<file path="config.mk">
export PLATFORM = sky130hd
export DESIGN_NAME = vmask_pack
export DESIGN_NICKNAME = d
export VERILOG_FILES = /design/src/rtl/vmask_pack.sv
export SDC_FILE = /design/constraint.sdc
export NUM_CORES = 1
export LEC_CHECK = 0
export CAP_MARGIN = 20
export CORE_UTILIZATION = 47
export DETAILED_ROUTE_END_ITERATION = 10
export PLACE_DENSITY = 0.82
export SYNTH_ARGS = -nofsm -noshare
export SYNTH_HDL_FRONTEND = slang
export SYNTH_SLANG_ARGS = --single-unit
</file>
<file path="constraint.sdc">
create_clock -name clk -period 3.7 [get_ports clk]
set_clock_uncertainty 0.1 [all_clocks]
set_input_delay 0.74 -clock clk [delete_from_list [all_inputs] [get_ports clk]]
set_output_delay 0.74 -clock clk [all_outputs]
set_load 0.005 [all_outputs]
</file>
<file path="src/rtl/vmask_pack.sv">
module vmask_pack #(
  parameter int MAXVL = 8,
  parameter int DW    = 16,
  localparam int IW   = (MAXVL > 1) ? $clog2(MAXVL) : 1,
  localparam int LW   = $clog2(MAXVL + 1)
) (
  input  logic             clk,
  input  logic             rst_n,
  input  logic             start_i,
  input  logic             op_i,
  input  logic [MAXVL-1:0] mask_i,
  input  logic [LW-1:0]    vlen_i,
  output logic             busy_o,
  output logic [IW-1:0]    src_idx_o,
  input  logic [DW-1:0]    src_data_i,
  output logic             wr_en_o,
  output logic [IW-1:0]    wr_idx_o,
  output logic [DW-1:0]    wr_data_o,
  output logic             done_o,
  output logic [LW-1:0]    pop_o
);

  logic             busy_q, done_q, op_q;
  logic [MAXVL-1:0] mask_q, act_mask;
  logic [IW-1:0]    i_q;
  logic [LW-1:0]    k_q, vl_q, pop_q, vl_eff, act_pop;

  assign vl_eff = (int'(vlen_i) > MAXVL) ? LW'(MAXVL) : vlen_i;

  always_comb begin
    act_pop = '0;
    for (int j = 0; j < MAXVL; j++) begin
      act_mask[j] = mask_i[j] && (j < int'(vl_eff));
      act_pop     = act_pop + LW'(act_mask[j]);
    end
  end

  wire hit  = busy_q && mask_q[i_q];
  wire last = (LW'(i_q) == vl_q - LW'(1));

  assign busy_o    = busy_q;
  assign done_o    = done_q;
  assign pop_o     = pop_q;
  assign src_idx_o = op_q ? IW'(k_q) : i_q;
  assign wr_idx_o  = op_q ? i_q : IW'(k_q);
  assign wr_en_o   = hit;
  assign wr_data_o = src_data_i;

  always_ff @(posedge clk or negedge rst_n) begin
    if (!rst_n) begin
      busy_q <= 1'b0;
      done_q <= 1'b0;
      op_q   <= 1'b0;
      mask_q <= '0;
      i_q    <= '0;
      k_q    <= '0;
      vl_q   <= '0;
      pop_q  <= '0;
    end else if (busy_q) begin
      i_q    <= i_q + IW'(1);
      k_q    <= k_q + LW'(hit);
      busy_q <= !last;
      done_q <= last;
    end else if (start_i) begin
      op_q   <= op_i;
      mask_q <= act_mask;
      vl_q   <= vl_eff;
      pop_q  <= act_pop;
      i_q    <= '0;
      k_q    <= '0;
      busy_q <= (vl_eff != '0);
      done_q <= (vl_eff == '0);
    end else begin
      done_q <= 1'b0;
    end
  end


  done_count_chk: assert property (@(posedge clk) disable iff (!rst_n)
    done_o |-> (k_q == pop_o) && !busy_o);


  done_pulse_chk: assert property (@(posedge clk) disable iff (!rst_n)
    done_o |=> !done_o);


  pack_order_chk: assert property (@(posedge clk) disable iff (!rst_n)
    busy_o |-> (k_q <= LW'(i_q)));


  start_ignored_chk: assert property (@(posedge clk) disable iff (!rst_n)
    (busy_o && start_i) |=> ($stable(op_q) && $stable(mask_q) && $stable(vl_q)));


  scan_step_chk: assert property (@(posedge clk) disable iff (!rst_n)
    (busy_o && !last) |=> busy_o && (i_q == $past(i_q) + IW'(1)));

endmodule

</file>
==> metrics list, run 1 <==
- The clock network is responsible for 9.1% of the overall power.
- Maximum fanout along the worst path: 2
- The worst-case IR drop observed on VDD is 0.3192 mV.
* Initial antenna violation count: 0
* Sum of routed wire length over all layers: 3.129 mm
- The die is roughly 60 um wide.
* Clock root cell: clkbuf_4
- The longest clock path from root to sink contains 2 buffers.
- between 60 and 70 I/O pins were placed.
- In this run the number of H-tree levels came out at 1.
- From synthesis to final layout, the design area changed by 20.30%.
- Dividing the detail-routed wire length by the instance count gives approximately 14 um.
- The synthesized netlist contains 32 unique library cells.
* Antenna Nets Post-Route: 0
- Worst hold-check slack: 0.4056 ns
- In this run, synthesis produced a sequential element count of 25.
- Final period util: 96.60%
- Gate count after technology mapping: between 150 and 200
* CTS tree: built
* Slew Viols, Final: 0
- Among all stages on the critical path, the largest delay is contributed by or4_4.
- Startpoint class of the critical path: primary input
* Final hold violations: 0
- Latest clock arrival within the worst-skew pair: a little over 0.3 ns
- The core region is between 0.003 and 0.004 mm2.
- Net switching power of the design: 0.0004618 W
* Weighted congestion at the end of routability-driven global placement: 0.9205
- Net switching fraction of the power: 35.46%
- From bottom edge to top edge, the die measures roughly 60 um.
* List of cells traversed by the critical path: buf_2 -> or4_4 -> nand2_4 -> fa_1 -> inv_2 -> fa_1 -> inv_2 -> fa_1 -> inv_1 -> ha_2 -> inv_2 -> fa_2 -> o21ai_1
- Diodes inserted: 0
- Dividing total power by cell area gives a power density of 688.9 mW/mm2.
* Area enclosed by the die boundary: 0.003579 mm2
- The share of the Yosys chip area taken by registers is between 30 and 40%.
- Flop pwr share: between 40 and 50%
- Synth warn: 0
* Area of the mapped netlist: 0.001572 mm2
- Summed over all layers, the global routing overflow is 0.
- Total number of clock tree sinks: 25
* Post-CTS clock slew at the launch and capture registers of the worst setup and hold paths: between 0.1 and 0.15 ns
- Final setup fails: 0
- The number of clock buffers added by TritonCTS is 3.
- Cells fill a little over 60% of the core in the end.
- For this configuration, the core starts out at a cell density of between 50 and 60%.
* Via Count: between 1000 and 1500
- Maximum number of pins on one net before global-route repair: 30
- Finished Cell Area: between 0.0015 and 0.002 mm2
* Minimum period implied by the final worst setup slack: approximately 3.6 ns
- Buffers added on ports: 28
* Leakage: approximately 0.86 nW
* Std cell rows: 20
- The net count of the finished layout is 221.
- Total global-route track usage: about 20%
* Setup tns final: 0 ns
* Half-perimeter wire length after detailed placement: 2.436 mm
* Combinational power share: around half
* Worst path arrival time: approximately 3.7 ns
- After the first detailed-routing iteration, the DRC count stood at 42.
- Final Non-Filler Cells: about 220
- The placed instances occupy a cell area of between 0.0015 and 0.002 mm2.
- Headroom to the max-slew limit came out at between 30% and 40%.
* Int Power: 0.0008406 W
- For this run, design rule violations remaining after detail routing come to 0.
- Instance count after placement with tap cells included: roughly 210
- Total iterations of the first detailed-routing run: 4
- Slew @ Worst Pin: 0.9478 ns
* Max frequency: between 0.2 and 0.3 GHz
* Vias in the first global route: ~1200
* Status: completed
* Hold/Removal Path Class: reg2reg
- Using the TritonRoute via totals, the vias-per-cell ratio works out to about 5.2.
- Average instance area after synthesis: around 10 um2
- Share of layout cells above drive strength 1: between 20 and 25%
- Slowest stage delay, CP: ~0.55 ns
- At the worst endpoint, the required time is between 3 and 4 ns.
- Counting every net in the synthesized netlist gives between 150 and 200.
- The worst setup path is captured at a register.
- Start-to-end type of the worst setup path: in2reg
- The first global-routing pass estimated around 5.3 mm of wire.
- MaxCap Viol Count: 0
cells in the mapped netlist:
| library cell | n | share of area [%] |
|---|---|---|
| mux2_2 | 12 | 8.6 |
| nor3_1 | 1 | 0.32 |
| a21oi_1 | 1 | 0.32 |
| a211oi_1 | 1 | 0.48 |
| clkbuf_1 | 3 | 0.72 |
| ha_1 | 7 | 5.6 |
| nand2_1 | 23 | 5.5 |
| dfrtp_1 | 25 | 40 |
| o22ai_1 | 2 | 0.80 |
| clkbuf_2 | 1 | 0.32 |
| nand3_1 | 1 | 0.32 |
| o21a_1 | 1 | 0.48 |
| nor2_1 | 2 | 0.48 |
| or4_4 | 1 | 0.72 |
| a21o_1 | 2 | 0.96 |
| nand2b_1 | 3 | 1.2 |
| buf_4 | 16 | 7.6 |
| o31a_1 | 1 | 0.56 |
| mux4_2 | 2 | 2.9 |
| o32ai_1 | 1 | 0.56 |
| mux2i_1 | 1 | 0.64 |
| xor2_1 | 4 | 2.2 |
| clkinv_1 | 1 | 0.24 |
| xnor2_1 | 4 | 2.2 |
| fa_1 | 4 | 5.1 |
| nor2b_1 | 3 | 1.2 |
| or2b_1 | 1 | 0.48 |
| buf_2 | 4 | 1.3 |
| inv_1 | 9 | 2.1 |
| o31ai_1 | 1 | 0.48 |
| o21ai_0 | 17 | 5.4 |
| a31oi_1 | 1 | 0.40 |
metrics by stage:
| step | setup WS, ns | power, W |
|---|---|---|
| 2_1_floorplan | -0.01047 | 0.0009142 |
| 4_1_cts | 0.008503 | 0.001312 |
| 3_3_place_gp | -0.5319 | 0.001135 |
| 5_1_grt | -0.0008749 | 0.001421 |
| 6_report | 0.1259 | 0.001302 |
| 3_5_place_dp | -0.6260 | 0.001179 |
sequential cells by signal, indices dropped and copies added, names as in the netlist:
| signal | flops |
|---|---|
| vl_q | 4 |
| op_q | 1 |
| done_o | 1 |
| busy_o | 1 |
| i_q | 3 |
| k_q | 3 |
| pop_o | 4 |
| mask_q | 8 |
final cells by class:
cell class	count	area, um2
Clock buffer	3	22.52
Clock inverter	1	5.005
Fill cell	293	1212
Inverter	10	37.54
Multi-Input combinational cell	97	778.2
Sequential cell	25	625.6
Tap cell	44	55.05
Timing Repair Buffer	41	366.6
worst max-delay path, delay by kind of cell:
family / cells / cell delay, ns
AO/OA/AOI/OAI: 1 / 0.05
adder cells (fa/ha/maj): 5 / 1.89
buffers and inverters: 5 / 0.34
AND/OR/NAND/NOR: 2 / 0.63
logic make-up (layout without fill, tap and decap cells):
family	Yosys count	in the layout	share of synthesized area (%)
mux	15	15	12.10
flops	25	25	39.81
fa+ha+maj	11	11	10.67
xor+xnor	8	8	4.458
compound gates	28	28	10.43
simple gates	35	35	10.19
buf+inv	34	55	12.34
worst paths after layout:
kind,cells past startpoint,endpoint,slack (ns),from
worst max register to register,7,k_q[2],1.48,i_q[1]
max in group asynchronous,2,mask_q[7],2.29,rst_n
min in group asynchronous,1,k_q[0],0.70,rst_n
worst min-delay path,2,mask_q[4],0.41,mask_q[4]
worst min register to register,2,mask_q[4],0.41,mask_q[4]
worst max-delay path,13,pop_o[1],0.13,vlen_i[0]
per-layer routing:
layer  GRT usage (%)  wire length, um  vias up  share of wire (%)
li1                -                -      547                  -
met2           34.44             1528       50                 49
met5               0                0        -                  0
met1           23.43             1322      547                 42
met4           7.309               61        0                1.9
met3           3.896              217        6                6.9
power groups by stage:
stage	Combinational, W	Sequential (W)	Clock, W
detailed placement	0.000654	0.000526	0
floorplan	0.000456	0.000459	0
finish	0.000662	0.000522	0.000118
CTS	0.000667	0.000521	0.000123
global placement	0.000621	0.000514	0
global route	0.000747	0.000539	0.000136
repair_timing:
item	in CTS	in global routing
pin swaps	7	6
hold buffers	0	0
setup endpoints to repair	2	2
setup buffers	2	2
gates resized for setup	21	5
cell usage in the layout (no fill, tap or decap), types with 2 or more instances in the layout:
cell	netlist	final
dfrtp_1	25	25
nand2_1	23	22
nor2b_1	3	3
a21o_1	2	2
buf_2	4	2
mux4_2	2	2
inv_1	9	6
o21ai_0	17	14
clkbuf_4	0	3
fa_1	4	3
mux2_2	12	12
clkdlybuf4s50_1	0	22
buf_4	16	12
xor2_1	4	4
o22ai_1	2	2
nand2b_1	3	3
xnor2_1	4	4
o21ai_1	0	3
clkbuf_2	1	2
nor2_1	2	2
ha_1	7	6
inv_2	0	3
Power figures use the tool's default switching activity.
==> run 2: changes to the inputs <==
--- a/config.mk
+++ b/config.mk
@@ -9,6 +9,7 @@
 export CORE_UTILIZATION = 47
 export DETAILED_ROUTE_END_ITERATION = 10
 export PLACE_DENSITY = 0.82
+export SETUP_SLACK_MARGIN = 0.5
 export SYNTH_ARGS = -nofsm -noshare
 export SYNTH_HDL_FRONTEND = slang
 export SYNTH_SLANG_ARGS = --single-unit
==> run 2 against run 1 <==
Die area is the same. Power grew 1.5%. Flip-flop and latch count is the same. Combinational power grew 3%. Register-to-register slack gained 0.03 ns. Global-route usage grew 1.3 points. Hold slack lost 0.016 ns. First-iteration DRC count is the same. Routed wire length grew 3.0%. Critical path type unchanged.
==> metrics list, run 2 (synthesis results as in run 1) <==
* Status: completed
- Final nets: between 200 and 250
* FILL cells: between 200 and 300
- CTS tree: built
- Slowest stage delay, CP: about 0.54 ns
- From left edge to right edge, the die measures approximately 60 um.
- Worst vdd ir: 0.3157 mV
- Hold/Removal Path Class: reg2reg
- 0 antenna diodes ended up in the layout.
- The number of global-route vias before repair came to approximately 1200.
- Maximum root-to-sink buffer count: 2
- Weighted congestion at the end of routability-driven global placement: approximately 0.85
- Post-CTS clock slew at the launch and capture registers of the worst setup and hold paths: ~0.14 ns
- At the worst endpoint, the arrival time is about 3.6 ns.
- Family with the most delay on the worst path: adder cells
- Slew headroom: 32.47%
- Across the run, the number of max-cap violations was 0.
- Total met3 wirelength after detailed routing: 196 um
- Slew Viols, Final: 0
- After floorplanning, the core was divided into 20 placement rows.
- Wires add up to 3.224 mm.
* Start-to-end type of the worst setup path: in2reg
- For this run, the total global-route usage over all layers was measured as approximately a fifth.
- Number of design-rule violations left by the first detailed-router iteration: 42
- Final period util: between 90% and 100%
* Count of H-tree levels built during CTS: 1
* Post-synthesis to final-layout area growth: 24.44%
* Buffers added on ports: 28
- Tracing the worst setup path back leads to its startpoint at vlen_i[3].
- Sequential cell area in the final layout: about 630 um2
* Latest clock arrival within the worst-skew pair: approximately 0.32 ns
- Final hold violations: 0
- Total number of clock tree sinks: 25
- Required time at the endpoint of the critical path: ~3.8 ns
- Maximum number of pins on one net before global-route repair: 30
- The routed design uses between 1.5 and 2 mm of met2 wire.
* Clock root cell: clkbuf_4
- Average vias per placed instance: roughly 5.2
- Minimum period implied by the final worst setup slack: around 3.5 ns
- Ranked by flip-flop count, first place goes to mask_q.
- Maximum fanout along the worst path: 2
- The die covers approximately 0.0036 mm2.
- Walking the worst path, the cells encountered are buf_6 -> or4_4 -> nand2_4 -> fa_1 -> inv_2 -> fa_1 -> inv_1 -> fa_1 -> inv_2 -> ha_4 -> inv_2 -> fa_2 -> o21ai_1.
- The die is 59.83 um tall.
- Setup repair after global routing could not meet its margin everywhere.
- Dpl cell area: between 0.0015 and 0.002 mm2
* Floorplan core area: 0.003103 mm2
* Residual overflow from global routing: 0
* Leading cell types in the layout, fill and taps excluded: dfrtp_1, nand2_1, clkdlybuf4s50_1, buf_4, o21ai_0
* Antenna Nets Post-Route: 0
* Critical-path top delay cell: or4_4
- The first global-routing pass estimated 5.457 mm of wire.
- The register with the most flip-flops in the layout has 8 of them.
- Detailed placement ended at an HPWL of ~2.4 mm.
* Worst reg2reg startpoint: i_q[1]
- Startpoint of the lowest-slack hold path: mask_q[4]
* Inserted Clock Buffers: 3
- Total power for the finished layout comes to 0.001322 W.
- Multi-input gate area: roughly 800 um2
* Number of design rule violations left after detail routing: 0
- For this configuration, the core starts out at a cell density of between 50% and 60%.
- Total iterations of the first detailed-routing run: 4
- Signal routing reaches up to met4.
- Worst hold-check slack: between 0.3 and 0.4 ns
- Leaving out fill and tap cells, the most frequent cell in the layout is dfrtp_1.
* I/O pin cnt: between 60 and 70
- Slew @ Worst Pin: a little over 1 ns
- The detailed router put a total of 1.300 mm of wire on met1.
- Final setup fails: 0
- The routed layout has 1186 vias.
- Power per unit of standard cell area: 676.2 mW/mm2
* Setup tns final: 0 ns
- Startpoint class of the critical path: primary input
* Max frequency: between 0.2 and 0.3 GHz
* Endpoint class of the critical path: register
- Leakage: roughly 0.89 nW
- Finished Cell Area: roughly 0.0020 mm2
- Share of layout cells above drive strength 1: 26.37%
- After detailed routing, the average wire length per cell comes to 14.27 um.
- Buffering stage count on the worst path with inverters included: 5
- The initial antenna violation count came to 0.
-- run 2: cell count changes in the layout (fill, tap and decap cells not counted), moves of 2 or more --
cell / delta
buf_4: +4
buf_6: +3
clkbuf_2: -2
dlygate4sd2_1: +2
-- run 2: area by class of cell --
cell class	count	share of cell area (%)
Clock buffer	3	1.152
Clock inverter	1	0.2559
Inverter	10	1.919
Multi-Input combinational cell	97	39.99
Sequential cell	25	31.99
Tap cell	44	2.815
Timing Repair Buffer	46	21.88
-- run 2: layer usage --
layer / up-vias / GRT usage [%]
met3: 17 / 4.762
met2: 49 / 37.46
met1: 562 / 22.70
met4: 0 / 10.63
met5: - / 0
li1: 558 / -
-- run 2: worst paths after layout --
kind	end	cells past startpoint	slack, ns
hold / removal	mask_q[4]	2	0.39
setup / recovery	pop_o[1]	13	0.19
min in group asynchronous	mask_q[1]	1	0.56
hold reg to reg	mask_q[4]	2	0.39
max in group asynchronous	mask_q[0]	2	2.53
setup reg to reg	k_q[2]	7	1.51
-- run 2: power by group --
| group | internal [W] | switching, W | total [W] |
|---|---|---|---|
| clock | 0.0000406 | 0.0000860 | 0.000127 |
| sequential | 0.000392 | 0.000125 | 0.000517 |
| combinational | 0.000419 | 0.000260 | 0.000679 |
-- run 2: per-stage QoR --
step	utilization [%]	std cells	setup slack, ns
floorplan	-	156	0.01650
CTS	61.90	224	0.08424
global route	63.02	226	0.07233
detailed placement	60.24	217	-0.5442
global placement	60.24	217	-0.4772
finish	63.02	226	0.1936
-- run 2: worst reg2reg max path, cell delays in order, from the launching register on --
cell and delay [ns]:
dfrtp_1 0.56, mux4_2 0.55, mux2i_1 0.14, nor2_1 0.08, ha_1 0.21, ha_1 0.19
xnor2_1 0.16, o22ai_1 0.09
-- run 2: what timing repair did --
item	CTS	global route
gates resized for setup	26	1
hold buffers	0	0
setup endpoints to repair	4	4
hold endpoints to repair	0	0
pin swaps	7	6
buffers inserted	3	1
==> run 3: changes to the inputs <==
--- a/config.mk
+++ b/config.mk
@@ -10,6 +10,7 @@
 export DETAILED_ROUTE_END_ITERATION = 10
 export PLACE_DENSITY = 0.82
 export SETUP_SLACK_MARGIN = 0.5
+export SLEW_MARGIN = 20
 export SYNTH_ARGS = -nofsm -noshare
 export SYNTH_HDL_FRONTEND = slang
 export SYNTH_SLANG_ARGS = --single-unit
==> run 3 against run 2 <==
Sequential power hardly changed. Hold slack worse by 0.11 ns. Critical path depth stayed put.
==> metrics list, run 3 (synthesis results as in run 1) <==
- Worst path arrival time: 3.60 ns
* Final period util: between 90% and 100%
* Minimum period implied by the final worst setup slack: ~3.5 ns
* Final setup fails: 0
- The repair_antennas step left the layout with diodes totalling 0.
- Buffers inserted during clock tree synthesis total 3.
* Maximum fanout along the worst path: 2
- Worst reg2reg startpoint: i_q[1]
- STA classifies the critical path startpoint as a primary input.
* Number of buffers inserted for hold repair after clock tree synthesis: 0
- On the critical path, the stage with the largest delay is an instance of or4_4.
* Count of H-tree levels built during CTS: 1
- For the worst flop-to-flop path, the logic depth is 7.
- Post-synthesis to final-layout area growth: 22.37%
* Start-to-end type of the worst setup path: in2reg
- Residual overflow from global routing: 0
- Std cell rows: 20
- The routed design has between 3 and 4 mm of wire.
* Slew @ Worst Pin: 1.024 ns
* Number of design-rule violations left by the first detailed-router iteration: 19
- Slowest stage delay, CP: approximately 0.54 ns
- The final number of hold-violating endpoints came to 0.
- Setup repair after global routing could not meet its margin everywhere.
- Proportion of power drawn by the clock network: roughly a tenth
- The first detailed-routing pass ran for 4 iterations.
* Clock root cell: clkbuf_4
- Status: completed
- Worst vdd ir: 0.3126 mV
- The first global-routing pass estimated 5.457 mm of wire.
- 61 I/O pins were placed.
* Antenna Nets Post-Route: 0
* Routed length per instance: around 14 um
- Tracing the worst setup path back leads to its startpoint at vlen_i[3].
* Vias in the first global route: approximately 1200
- After detailed placement, the design holds a cell count of roughly 220.
- Clock tree synthesis found a total of 25 sinks.
* Required time at the endpoint of the critical path: around 3.8 ns
- Total power for the finished layout comes to about 0.0013 W.
- Power per unit of standard cell area: about 680 mW/mm2
* Net switching fraction of the power: a little over a third
- For this design the static power due to leakage is roughly 0.88 nW.
- The detailed router placed around 1200 vias in this run.
- The floorplan step defined a core boundary enclosing 0.003103 mm2.
- Most common library cell in the layout ignoring fill and taps: dfrtp_1
- Number of design rule violations left after detail routing: 0
* Internal reg-to-reg setup slack: approximately 1.5 ns
* Post-CTS clock slew at the launch and capture registers of the worst setup and hold paths: between 0.1 and 0.15 ns
- Entering global routing, the biggest net connects 30 pins.
* Initial cell density of the core: between 50% and 60%
* CTS tree: built
- The internal power of the cells totals between 0.0008 and 0.0009 W.
- Final nets: ~230
* Net switching power of the design: 0.0004669 W
- Slew headroom: 31.71%
* Area enclosed by the die boundary: between 0.003 and 0.004 mm2
- STA classifies the critical path endpoint as a register.
* Leading cell types in the layout, fill and taps excluded: dfrtp_1, nand2_1, clkdlybuf4s50_1, buf_4, o21ai_0
- Worst reg2reg path endpoint: k_q[2]
- FILL cells: between 200 and 300
* Total global-route track usage: a little over a fifth
- Share of layout cells above drive strength 1: between 20% and 30%
- Multi-input gate area: between 700 and 800 um2
- Average vias per placed instance: between 5 and 6
- The tightest min-delay check is of the in2async type.
* Final Non-Filler Cells: between 200 and 250
* Latest clock arrival within the worst-skew pair: about 0.32 ns
* Slew Viols, Final: 0
- The register with the most flip-flops in the layout has 8 of them.
- For this run, the top clock speed supported by timing is about 0.29 GHz.
- Biggest register: mask_q
* MaxCap Viol Count: 0
- Maximum root-to-sink buffer count: 2
- The sequential cells in the finished layout cover a total of between 600 and 700 um2.
- Flop pwr share: approximately 40%
* Half-perimeter wire length after detailed placement: 2.434 mm
- Y dimension of the die: 59.83 um
* List of cells traversed by the critical path: buf_6 -> or4_4 -> nand2_4 -> fa_1 -> inv_2 -> fa_1 -> inv_1 -> fa_1 -> inv_2 -> ha_4 -> inv_2 -> fa_2 -> o21ai_1
- Input and output buffers added on the ports amount to 28.
* Combinational power share: 51.2%
* Die width: 59.83 um
- Weighted congestion at the end of routability-driven global placement: 0.8455
- The initial antenna violation count was 0.
run 3: cell count changes in the layout (fill, tap and decap cells not counted), sizes merged:
cell	previous run	this run
clkdlybuf4s50	21	20
run 3: per-layer routing:
metal / wire, um / part of all wire (%) / GRT usage [%] / up-vias
met1: 1280 / 40 / 22.70 / 557
met4: 102 / 3.2 / 10.63 / 0
li1: - / - / - / 557
met3: 205 / 6.4 / 4.762 / 14
met5: 0 / 0 / 0 / -
met2: 1593 / 50 / 37.46 / 51
run 3: worst max-delay path: cells and delay by family:
kind	cells	cell delay [ns]
AOI/OAI and AO/OA	1	0.05
and+or+nand+nor	2	0.62
buffers and inverters	5	0.34
adders and majority gates	5	1.85
run 3: stage by stage:
| step | hold WS [ns] | cell area, um2 | setup WS (ns) | TNS, ns | utilization, % |
|---|---|---|---|---|---|
| floorplan | 0.3444 | 1594 | 0.01650 | 0 | - |
| global placement | 0.3578 | 1869 | -0.4772 | -1.260 | 60.24 |
| detailed placement | 0.3660 | 1869 | -0.5442 | -1.514 | 60.24 |
| CTS | 0.3974 | 1921 | 0.08424 | 0 | 61.90 |
| global route | 0.3149 | 1923 | 0.07233 | 0 | 61.98 |
| finish | 0.2844 | 1923 | 0.1935 | 0 | 61.98 |
run 3: layout make-up:
class / instances / share of cell area, %
multi-input combinational: 97 / 40.66
sequential: 25 / 32.53
timing repair buffer: 45 / 20.56
tap: 44 / 2.863
inverter: 10 / 1.952
clock buffer: 3 / 1.171
clock inverter: 1 / 0.2602
run 3: worst max-delay path by stage:
stage	cells after the start	end
2_1_floorplan	12	pop_o[1]
3_3_place_gp	13	pop_o[1]
3_5_place_dp	13	pop_o[1]
4_1_cts	13	pop_o[1]
5_1_grt	14	pop_o[2]
6_report	13	pop_o[1]
run 3: power by group through the flow:
| stage | Sequential [W] | Clock, W | Combinational [W] |
|---|---|---|---|
| finish | 0.000515 | 0.000127 | 0.000673 |
| global route | 0.000537 | 0.000138 | 0.000765 |
| CTS | 0.000518 | 0.000129 | 0.000680 |
| detailed placement | 0.000524 | 0 | 0.000671 |
| global placement | 0.000515 | 0 | 0.000636 |
| floorplan | 0.000459 | 0 | 0.000468 |
run 3: timing repair:
action                                  4_1_cts  5_1_grt
buffers inserted                              3        1
pin swaps                                     7        6
endpoints found under the setup margin        4        4
gates resized for setup                      26        1
